**src/rtl/diag_pkg.sv**
```systemverilog
package diag_pkg;

    localparam int CB_W          = 8;
    localparam int SEL_LO_BIT    = 0;
    localparam int SEL_HI_BIT    = 1;
    localparam int ROUTE_LO_BIT  = 2;
    localparam int ROUTE_HI_BIT  = 3;
    localparam int FUN_BIT       = 4;
    localparam int SWAP_BIT      = 5;
    localparam int DLO_BIT       = 6;
    localparam int RSV_BIT       = 7;
    localparam int NIB_LO        = 4;
    localparam int PRESET_W      = 5;
    localparam logic [PRESET_W-1:0] PRESET_LOW_CODE  = 5'b01111;
    localparam logic [PRESET_W-1:0] PRESET_HIGH_CODE = 5'b11111;

    // value is {bit3, bit2} of the stored word
    typedef enum logic [1:0] {
        LB_NORMAL   = 2'b00,
        LB_LINE     = 2'b01,
        LB_SYS_ECHO = 2'b10,
        LB_REMOTE   = 2'b11
    } loop_e;

    typedef enum logic [1:0] {
        PRE_NONE = 2'b00,
        PRE_LOW  = 2'b01,
        PRE_HIGH = 2'b10
    } preset_e;

    typedef struct packed {
        logic [CB_W-1:0] dreg;
        preset_e         preset;
        loop_e           loop;
        logic            fun;
        logic            swap;
        logic            dlo;
        logic            reject;
        logic            dflt;
    } diag_state_t;

endpackage

```
**src/rtl/diag_wr_dec.sv**
```systemverilog
module diag_wr_dec
    import diag_pkg::*;
(
    input  logic            cb_vld,
    input  logic [CB_W-1:0] cb_data,
    input  logic            frame,
    input  logic            retain,
    input  logic [CB_W-1:0] dreg_cur,
    output logic            wr_en,
    output logic [CB_W-1:0] dreg_next,
    output logic            hit_low,
    output logic            hit_high
);

    logic clr_en;

    always_comb begin
        wr_en  = cb_vld && !cb_data[SEL_LO_BIT] && cb_data[SEL_HI_BIT];
        clr_en = frame && !retain;
        if (wr_en) begin
            dreg_next = cb_data;
        end else if (clr_en) begin
            dreg_next = '0;
        end else begin
            dreg_next = dreg_cur;
        end
        hit_low  = cb_vld && (cb_data[PRESET_W-1:0] == PRESET_LOW_CODE);
        hit_high = cb_vld && (cb_data[PRESET_W-1:0] == PRESET_HIGH_CODE);
    end

endmodule

```
**src/rtl/diag_field_map.sv**
```systemverilog
module diag_field_map
    import diag_pkg::*;
(
    input  logic [CB_W-1:0] dreg,
    input  logic            master,
    output logic            dflt,
    output loop_e           loop,
    output logic            fun,
    output logic            swap,
    output logic            dlo,
    output logic            blocked
);

    loop_e req;

    always_comb begin
        req     = loop_e'({dreg[ROUTE_HI_BIT], dreg[ROUTE_LO_BIT]});
        dflt    = &dreg[CB_W-1:NIB_LO];
        loop    = LB_NORMAL;
        fun     = 1'b0;
        swap    = 1'b0;
        dlo     = 1'b0;
        blocked = 1'b0;
        if (!dflt) begin
            unique case (req)
                LB_LINE:   blocked = !master;
                LB_REMOTE: blocked = master;
                default:   blocked = 1'b0;
            endcase
            loop = blocked ? LB_NORMAL : req;
            fun  = dreg[FUN_BIT];
            swap = dreg[SWAP_BIT] && master;
            dlo  = dreg[DLO_BIT];
        end
    end

endmodule

```
**src/rtl/diag_loop_mux.sv**
```systemverilog
module diag_loop_mux
    import diag_pkg::*;
#(
    parameter int       LANES      = 1,
    parameter bit       IDLE_LEVEL = 1'b0
) (
    input  loop_e             loop,
    input  logic              dlo,
    input  logic [LANES-1:0]  sys_in,
    input  logic [LANES-1:0]  core_sys_in,
    input  logic [LANES-1:0]  line_in,
    input  logic [LANES-1:0]  core_line_in,
    output logic [LANES-1:0]  sys_out,
    output logic [LANES-1:0]  core_sys_out,
    output logic [LANES-1:0]  core_line_out,
    output logic [LANES-1:0]  line_out
);

    for (genvar g = 0; g < LANES; g++) begin : g_lane
        always_comb begin
            sys_out[g]       = (loop == LB_SYS_ECHO) ? sys_in[g]       : core_sys_in[g];
            core_sys_out[g]  = (loop == LB_REMOTE)   ? core_sys_in[g]  : sys_in[g];
            core_line_out[g] = (loop == LB_LINE)     ? core_line_in[g] : line_in[g];
            line_out[g]      = dlo ? IDLE_LEVEL : core_line_in[g];
        end
    end

endmodule

```
**src/rtl/diag_ctl.sv**
```systemverilog
module diag_ctl
    import diag_pkg::*;
#(
    parameter int LANES      = 1,
    parameter bit IDLE_LEVEL = 1'b0
) (
    input  logic              clk,
    input  logic              rst_n,
    input  logic              cb_vld_i,
    input  logic [7:0]        cb_data_i,
    input  logic              frame_i,
    input  logic              retain_i,
    input  logic              master_i,
    input  logic [LANES-1:0]  sys_in_i,
    output logic [LANES-1:0]  sys_out_o,
    input  logic [LANES-1:0]  core_sys_i,
    output logic [LANES-1:0]  core_sys_o,
    input  logic [LANES-1:0]  line_in_i,
    output logic [LANES-1:0]  core_line_o,
    input  logic [LANES-1:0]  core_line_i,
    output logic [LANES-1:0]  line_out_o,
    output logic [7:0]        diag_o,
    output logic              fun_o,
    output logic              swap_o,
    output logic              dlo_o,
    output logic              reject_o,
    output logic              dflt_o,
    output logic [1:0]        preset_o
);

    diag_state_t st_d, st_q;

    logic            wr_en;
    logic [CB_W-1:0] dreg_next;
    logic            hit_low, hit_high;
    logic            dflt_n, fun_n, swap_n, dlo_n, blocked_n;
    loop_e           loop_n;

    diag_wr_dec u_dec (
        .cb_vld    (cb_vld_i),
        .cb_data   (cb_data_i),
        .frame     (frame_i),
        .retain    (retain_i),
        .dreg_cur  (st_q.dreg),
        .wr_en     (wr_en),
        .dreg_next (dreg_next),
        .hit_low   (hit_low),
        .hit_high  (hit_high)
    );

    diag_field_map u_map (
        .dreg    (dreg_next),
        .master  (master_i),
        .dflt    (dflt_n),
        .loop    (loop_n),
        .fun     (fun_n),
        .swap    (swap_n),
        .dlo     (dlo_n),
        .blocked (blocked_n)
    );

    always_comb begin
        st_d        = st_q;
        st_d.dreg   = dreg_next;
        st_d.dflt   = dflt_n;
        st_d.loop   = loop_n;
        st_d.fun    = fun_n;
        st_d.swap   = swap_n;
        st_d.dlo    = dlo_n;
        st_d.reject = st_q.reject | blocked_n;
        if (!dflt_n) begin
            st_d.preset = PRE_NONE;
        end else if (hit_low) begin
            st_d.preset = PRE_LOW;
        end else if (hit_high) begin
            st_d.preset = PRE_HIGH;
        end
    end

    always_ff @(posedge clk or negedge rst_n) begin
        if (!rst_n) begin
            st_q <= '0;
        end else begin
            st_q <= st_d;
        end
    end

    diag_loop_mux #(
        .LANES      (LANES),
        .IDLE_LEVEL (IDLE_LEVEL)
    ) u_mux (
        .loop          (st_q.loop),
        .dlo           (st_q.dlo),
        .sys_in        (sys_in_i),
        .core_sys_in   (core_sys_i),
        .line_in       (line_in_i),
        .core_line_in  (core_line_i),
        .sys_out       (sys_out_o),
        .core_sys_out  (core_sys_o),
        .core_line_out (core_line_o),
        .line_out      (line_out_o)
    );

    assign diag_o   = {1'b0, st_q.dreg[RSV_BIT-1:0]};
    assign fun_o    = st_q.fun;
    assign swap_o   = st_q.swap;
    assign dlo_o    = st_q.dlo;
    assign reject_o = st_q.reject;
    assign dflt_o   = st_q.dflt;
    assign preset_o = st_q.preset;

endmodule

```
**config.mk**
```make
export PLATFORM = sky130hd
export DESIGN_NAME = diag_ctl
export DESIGN_NICKNAME = d
export VERILOG_FILES = /design/src/rtl/diag_pkg.sv /design/src/rtl/diag_wr_dec.sv /design/src/rtl/diag_field_map.sv /design/src/rtl/diag_loop_mux.sv /design/src/rtl/diag_ctl.sv
export SDC_FILE = /design/constraint.sdc
export NUM_CORES = 1
export LEC_CHECK = 0
export BUFFER_PORTS_ARGS = -buffer_cell sky130_fd_sc_hd__buf_2
export CAP_MARGIN = 0
export CORE_MARGIN = 4
export CORE_UTILIZATION = 47
export DETAILED_ROUTE_END_ITERATION = 10
export PLACE_DENSITY_LB_ADDON = 0.2
export SKIP_CTS_REPAIR_TIMING = 1
export SYNTH_ARGS = -nofsm -noshare
export SYNTH_HDL_FRONTEND = slang
export SYNTH_HIERARCHICAL = 1
export SYNTH_SLANG_ARGS = --single-unit
```
**constraint.sdc**
```tcl
create_clock -name clk -period 1.5 [get_ports clk]
set_input_delay 0.3 -clock clk [delete_from_list [all_inputs] [get_ports clk]]
set_output_delay 0.3 -clock clk [all_outputs]
set_load 0.01 [all_outputs]
```
Yosys cells after proc, flatten, opt, wreduce, memory -nomap -nowiden
Index checks and enable logic that the tools add are counted.

Register bits: 17. Input bits: 18. Output and inout port bits: 19. Logic and storage cells: 46.

Eq/ne operators: 8. Mux-type cells: 17. Bitwise operators: 1. Reductions and logical operators: 11.

Operators by type and width (count): $mux W8 (2); $mux W2 (5); $mux W1 (9); $eq A2 B2 Y1 const B (3); $logic_and A1 B1 Y1 (6); $eq A5 B4 Y1 const B (1); $eq A5 B5 Y1 const B (1); $eq A2 B1 Y1 const B (2); $reduce_and A4 Y1 (1); $logic_not A1 Y1 (3); $ne A3 B3 Y1 const B (1); $pmux W1 S2 (1); $reduce_bool A2 Y1 (1); $or A1 B1 Y1 (1).

Longest topological paths before layout
Gate-level depths: netlist of run 1.

Depth after elaboration: 9. Mapped depth: 6. Depth with buffers taken out: 5.

By module
Netlist of run 1, hierarchy kept.

By module, submodules not included: diag_ctl (times used 1, cells each 33, area an instance 540.5 µm²); diag_wr_dec (times used 1, cells each 28, area an instance 227.7 µm²); diag_loop_mux (times used 1, cells each 7, area an instance 82.6 µm²); diag_field_map (times used 1, cells each 11, area an instance 71.3 µm²).

Worst setup path before layout of run 1
Ideal clock, no wire load.

Path type: input to register. Start point: in frame_i. End point: reg st_q, in the netlist reject_o. Setup time: 0.124 ns. Arrival time: 1.431 ns. Data required time: 1.376 ns. Setup slack: -0.056 ns. Stages: 6. Buffers on the path: 1. Cells stage by stage: nor2b_1 clkbuf_1 o31ai_2 nand4_2 nor3b_1 or2_1.

RTL lines: start, declared (line diag_ctl.sv:11) `input logic frame_i,`; end signal, assigned (line diag_ctl.sv:84) `st_q <= st_d;`; end, declared (line diag_ctl.sv:31) `diag_state_t st_d, st_q;`.

Final worst setup path of run 1
Start point: reg st_q[6] (netlist bit). End point: out sys_out_o.

Longest elaborated chain between the ends: 2.

Ends and longest elaborated chain: $eq A2 B2 Y1 (line diag_loop_mux.sv:21) `sys_out[g] = (loop == LB_SYS_ECHO) ? sys_in[g] : core_sys_in[g];`; $mux W1 (line diag_loop_mux.sv:21); end, declared (line diag_ctl.sv:15) `output logic [LANES-1:0] sys_out_o,`.

No other way between the ends.

==> impl_metrics.ini, run 1 <==
[synth]
synth_seq_cells = 17
ys_warn_count = 6
synth_edf_count = 0
ys_seq_area_share_pct = 46.13
synth.area.top_cells = dfrtp_1 46%, buf_4 8.1%, o31ai_2 8.1%, nand4b_1 5.7%, mux2_4 4.9%
yosys.area.top_type = dfrtp_1
synthFlopType = dfrtp_1
synthesis.area_um2 = 922.1
synth_cell_types = 24
synth.avg_cell_area_um2 = 11.67
synthCells = 79
ys_async_sr_fraction_pct = 100.0
synth_fp_nets = 97
synth.top_cell.area_share_pct = 46.13

[power_and_ir_drop]
power.share.clock_pct = 25.1
p_comb_share_pct = 23.4
p_switching_uw = 265.2
seq_power_share_pct = 51.5
total_power_uw = 976.2
power.leakage_nw = 0.6456
intPower_uw = 711.0
vdd.ir_drop.worst_uv = 437.7
p_sw_share_pct = 27.16
p_per_area_nw_per_um2 = 804.3

[placed_design]
port_buffers = 35
gp_congestion = 0.7743
placed_area_um2 = 1164
post-place-ws_ns = -0.2647
place_hpwl_mm = 1.401

[timing]
fin_crit_ns = 1.594
layout_setup_ws_ns = -0.09352
rsz0062_at_grt = true
clock_skew_ns = 0.002058
hold_viol_final = 0
fmax_ghz = 0.6275
drv_slew = 0
finalSetupViolations = 3
min_period_over_period_pct = 106.2

[floorplan]
die_area_um2 = 2735
rows = 15
die_w_um = 52.30
start_util_pct = 51.72
design.core.area_um2 = 1783
pin_count = 37
die_height_um = 52.30

[worst_setup_path]
cp.arrival_ns = 1.29
cp_max_fo = 3
start_kind = flip-flop
critical_path_class = reg2out
slowest_stage = dfrtp_1
endpoint_kind = output port
required_ns = 1.20
crit_chain = nor2b_4 -> mux2_4 -> buf_6
cpPeakStageDelay_ns = 0.42

[clock_network]
tritoncts = built
cts-root-buf = clkbuf_4
clk_pin_slew_ns = 0.09
cts_buffers = 3
cts_sinks = 17
clock_latency_ns = 0.29
clockBufferDepth = 2
htreeDepth = 1

[job]
max_cap_viol_count = 0

[drt]
num_vias = 694
ant_nets = 0
drt-wirelength-per-cell_um = 12.39
wl_mm = 1.784
drtIter0Drc = 4
vias_per_cell = 4.819
drt_first_pass_iters = 3
drc = 0

[global_route]
grt_overflow = 0
grt_start_max_net_pins = 18
grt_usage_pct = 15.29
grt_pass1_vias = 701
grt_pass1_wl_mm = 2.994
antenna_found_initial = 0

[final_layout]
finish.instance_area_um2 = 1214
nFillCells = 145
syn_to_final_growth_pct = 31.61
n_antenna_cell = 0
layout.nets = 138
drive_gt1_share_pct = 54.62

[min_path]
hold_path.class = in2reg

[outcome]
status = finished with violations
violations = setup timing
## cells in the final DEF, fill, tap and decap left out, types with 2 or more instances in the layout
cell,netlist,final
buf_4,10,12
inv_1,9,9
dfrtp_1,17,17
o31ai_2,6,2
buf_6,1,2
and2_1,2,2
mux2_4,3,3
nand2_1,2,2
nand4b_1,6,6
clkbuf_4,0,3
and3_1,4,4
nor2b_1,3,3
buf_2,0,33
nor3b_2,2,2
nor2b_4,2,2
o31ai_4,0,4
## cell usage after synthesis (2+ instances only)
cell type   n
o31ai_2     6
nand2_1     2
dfrtp_1    17
nor3b_2     2
nor2b_1     3
nand4b_1    6
and3_1      4
inv_1       9
mux2_4      3
and2_1      2
and3b_1     2
buf_4      10
nor2b_4     2
## sequential cells by signal (all words and copies together) (netlist names)
| register | cells |
|---|---|
| fun_o | 1 |
| diag_o | 7 |
| dlo_o | 1 |
| dflt_o | 1 |
| swap_o | 1 |
| reject_o | 1 |
| preset_o | 2 |
| st_q | 3 |
## worst max-delay path, delay by kind of cell (launching register included)
family,cells,cell delay (ns)
flip-flops,1,0.42
buffers and inverters,1,0.12
AND/OR/NAND/NOR,1,0.17
multiplexers,1,0.30
## final cells by class
class                           instances  area, um^2  share of cell area (%)
Timing Repair Buffer                   48       287.8                   23.71
Tap cell                               25       31.28                   2.577
Clock buffer                            4       26.28                   2.165
Multi-Input combinational cell         41       409.1                   33.71
Sequential cell                        17       425.4                   35.05
Inverter                                9       33.78                   2.784
## cell families after synthesis
logic type      share of synthesized area [%]
other cells                            0.4067
mux                                     4.884
buf+inv                                 13.43
xor+xnor                               0.9500
flops                                   46.13
simple gates                            24.42
compound gates                          9.770
## per-stage QoR
step                      hold WS [ns]  TNS [ns]  utilization [%]  instances
after floorplan               0.004409         0                -         79
after detailed placement        0.2432    -1.649            65.26        139
after global routing            0.2912   -0.4837            68.07        144
after global placement          0.2353    -1.534            65.26        139
after CTS                     -0.08204   -0.2950            66.74        143
final                           0.2913   -0.2410            68.07        144
## power by group through the flow
| stage | Combinational, mW | Clock [mW] | Sequential (mW) |
|---|---|---|---|
| after detailed placement | 0.221 | 0 | 0.512 |
| after floorplan | 0.140 | 0 | 0.514 |
| after global routing | 0.250 | 0.279 | 0.507 |
| final | 0.229 | 0.245 | 0.503 |
| after CTS | 0.223 | 0.252 | 0.503 |
| after global placement | 0.218 | 0 | 0.511 |
## metal layers
layer / vias up / share of wire (%) / global-route usage (%)
li1: 343 / - / -
met1: 323 / 40 / 16.01
met2: 24 / 50 / 27.89
met3: 4 / 7.4 / 3.704
met4: 0 / 2.0 / 7.660
met5: - / 0 / 0
## final timing paths
kind,start,endpoint,slack [ns],cells after the start
setup / recovery,st_q[6]$_DFF_PN0_,sys_out_o,-0.09,3
hold / removal,master_i,swap_o$_DFF_PN0_,0.29,2
setup reg to reg,diag_o[5]$_DFF_PN0_,reject_o$_DFF_PN0_,0.15,5
hold reg to reg,reject_o$_DFF_PN0_,reject_o$_DFF_PN0_,0.47,1
max in group asynchronous,rst_n,reject_o$_DFF_PN0_,0.79,2
min in group asynchronous,rst_n,preset_o[0]$_DFFE_PN0P_,0.44,2
(Power assumes the default switching activity.)
==> run 2, diff against run 1 <==
CELL_PAD_IN_SITES_DETAIL_PLACEMENT = 1   (was default)
CELL_PAD_IN_SITES_GLOBAL_PLACEMENT = 2   (was default)
CORE_UTILIZATION = 28   (was 47)
==> impl_metrics.ini, run 2 (synthesis results as in run 1) <==
[outcome]
status = finished with violations
violations = setup timing

[min_path]
hold_path.class = in2reg
hold_start = master_i
min_path_cells = 2

[clock_network]
clk_pin_slew_ns = 0.10
cts_buffers = 3
htreeDepth = 1
tritoncts = built
clockBufferDepth = 2
clock_latency_ns = 0.29
cts_sinks = 17
cts-root-buf = clkbuf_4

[placed_design]
placed_area_um2 = 1202
dp_cells = 160
port_buffers = 35
place_hpwl_mm = 1.610
gp_congestion = 0.7250

[final_layout]
layout.nets = 140
fin_cells = 165
layout_commonest_cell = buf_2
syn_to_final_growth_pct = 35.96
finish.instance_area_um2 = 1254
largest_reg_flops = 7
layout_common_cells = 33 x buf_2, 17 x dfrtp_1, 14 x buf_4, 9 x inv_1, 6 x nand4b_1
n_antenna_cell = 0
drive_gt1_share_pct = 56.20

[worst_setup_path]
start_kind = flip-flop
cp.depth = 3
rrSetupSlack_ns = 0.17
crit_chain = nor2b_4 -> mux2_4 -> buf_6
cp-startpoint = st_q[6]$_DFF_PN0_
r2r-start = diag_o[5]$_DFF_PN0_
cpPeakStageDelay_ns = 0.42
critPathTopFamily = flip-flops
slowest_stage = dfrtp_1
endpoint_kind = output port
required_ns = 1.20
critical_path_class = reg2out
r2r_cells = 5
cp_max_fo = 3
critical_path_buf_inv_count = 1
cp.arrival_ns = 1.30

[timing]
finalSetupViolations = 3
hold_viol_final = 0
fmax_ghz = 0.6259
clock_skew_ns = 0.001475
fin_crit_ns = 1.598
min_period_over_period_pct = 106.5
layout_setup_ws_ns = -0.09773
rsz0062_at_grt = true
worst_hold_slack_ns = 0.3005
drv_slew = 0

[drt]
drt-wirelength-per-cell_um = 11.52
ant_nets = 0
drc = 0
drtIter0Drc = 7
num_vias = 705
vias_per_cell = 4.273
wl_mm = 1.901
drt_first_pass_iters = 2

[global_route]
grt_start_max_net_pins = 18
grt_pass1_wl_mm = 3.201
grt_pass1_vias = 717
antenna_found_initial = 0
grt_usage_pct = 10.04
grt_overflow = 0

[power_and_ir_drop]
power.leakage_nw = 0.6587
vdd.ir_drop.worst_uv = 337.2
total_power_uw = 978.2
p_per_area_nw_per_um2 = 780.3

[floorplan]
die_area_um2 = 4275
pin_count = 37
start_util_pct = 29.72
die_w_um = 65.39
rows = 20
design.core.area_um2 = 3103
die_height_um = 65.39

[job]
max_cap_viol_count = 0
[run 2: worst paths after layout]
check	endpoint
max in group asynchronous	preset_o[1]$_DFFE_PN0P_
min reg2reg	reject_o$_DFF_PN0_
max	sys_out_o
max reg2reg	reject_o$_DFF_PN0_
min	swap_o$_DFF_PN0_
min in group asynchronous	diag_o[1]$_DFF_PN0_
[run 2: through the flow]
stage | setup TNS [ns] | setup WS [ns] | util, %
floorplan | 0 | 0.003690 | -
detailed placement | -1.550 | -0.2489 | 38.75
finish | -0.2368 | -0.09773 | 40.40
CTS | -0.3033 | -0.1216 | 39.64
global placement | -1.405 | -0.2162 | 38.75
global route | -0.4475 | -0.1716 | 40.40
[run 2: power by group]
group | total [mW] | internal [mW] | switching [mW]
Combinational | 0.235 | 0.125 | 0.110
Sequential | 0.503 | 0.487 | 0.0153
Clock | 0.241 | 0.0992 | 0.142
[run 2: metal layers]
layer | up-vias | wire [um] | global-route usage [%]
met5 | - | 0 | 0
met3 | 4 | 126 | 3.932
li1 | 348 | - | -
met1 | 333 | 816 | 11.43
met4 | 0 | 31 | 3.886
met2 | 20 | 927 | 16.81
[run 2: cell type report]
class | count | area (um^2)
clock buffers | 3 | 22.52
clock inverters | 1 | 5.005
fillers | 376 | 1849
inverters | 9 | 33.78
multi-input cells | 41 | 409.1
flip-flops and latches | 17 | 425.4
well taps | 44 | 55.05
repair buffers | 50 | 302.8
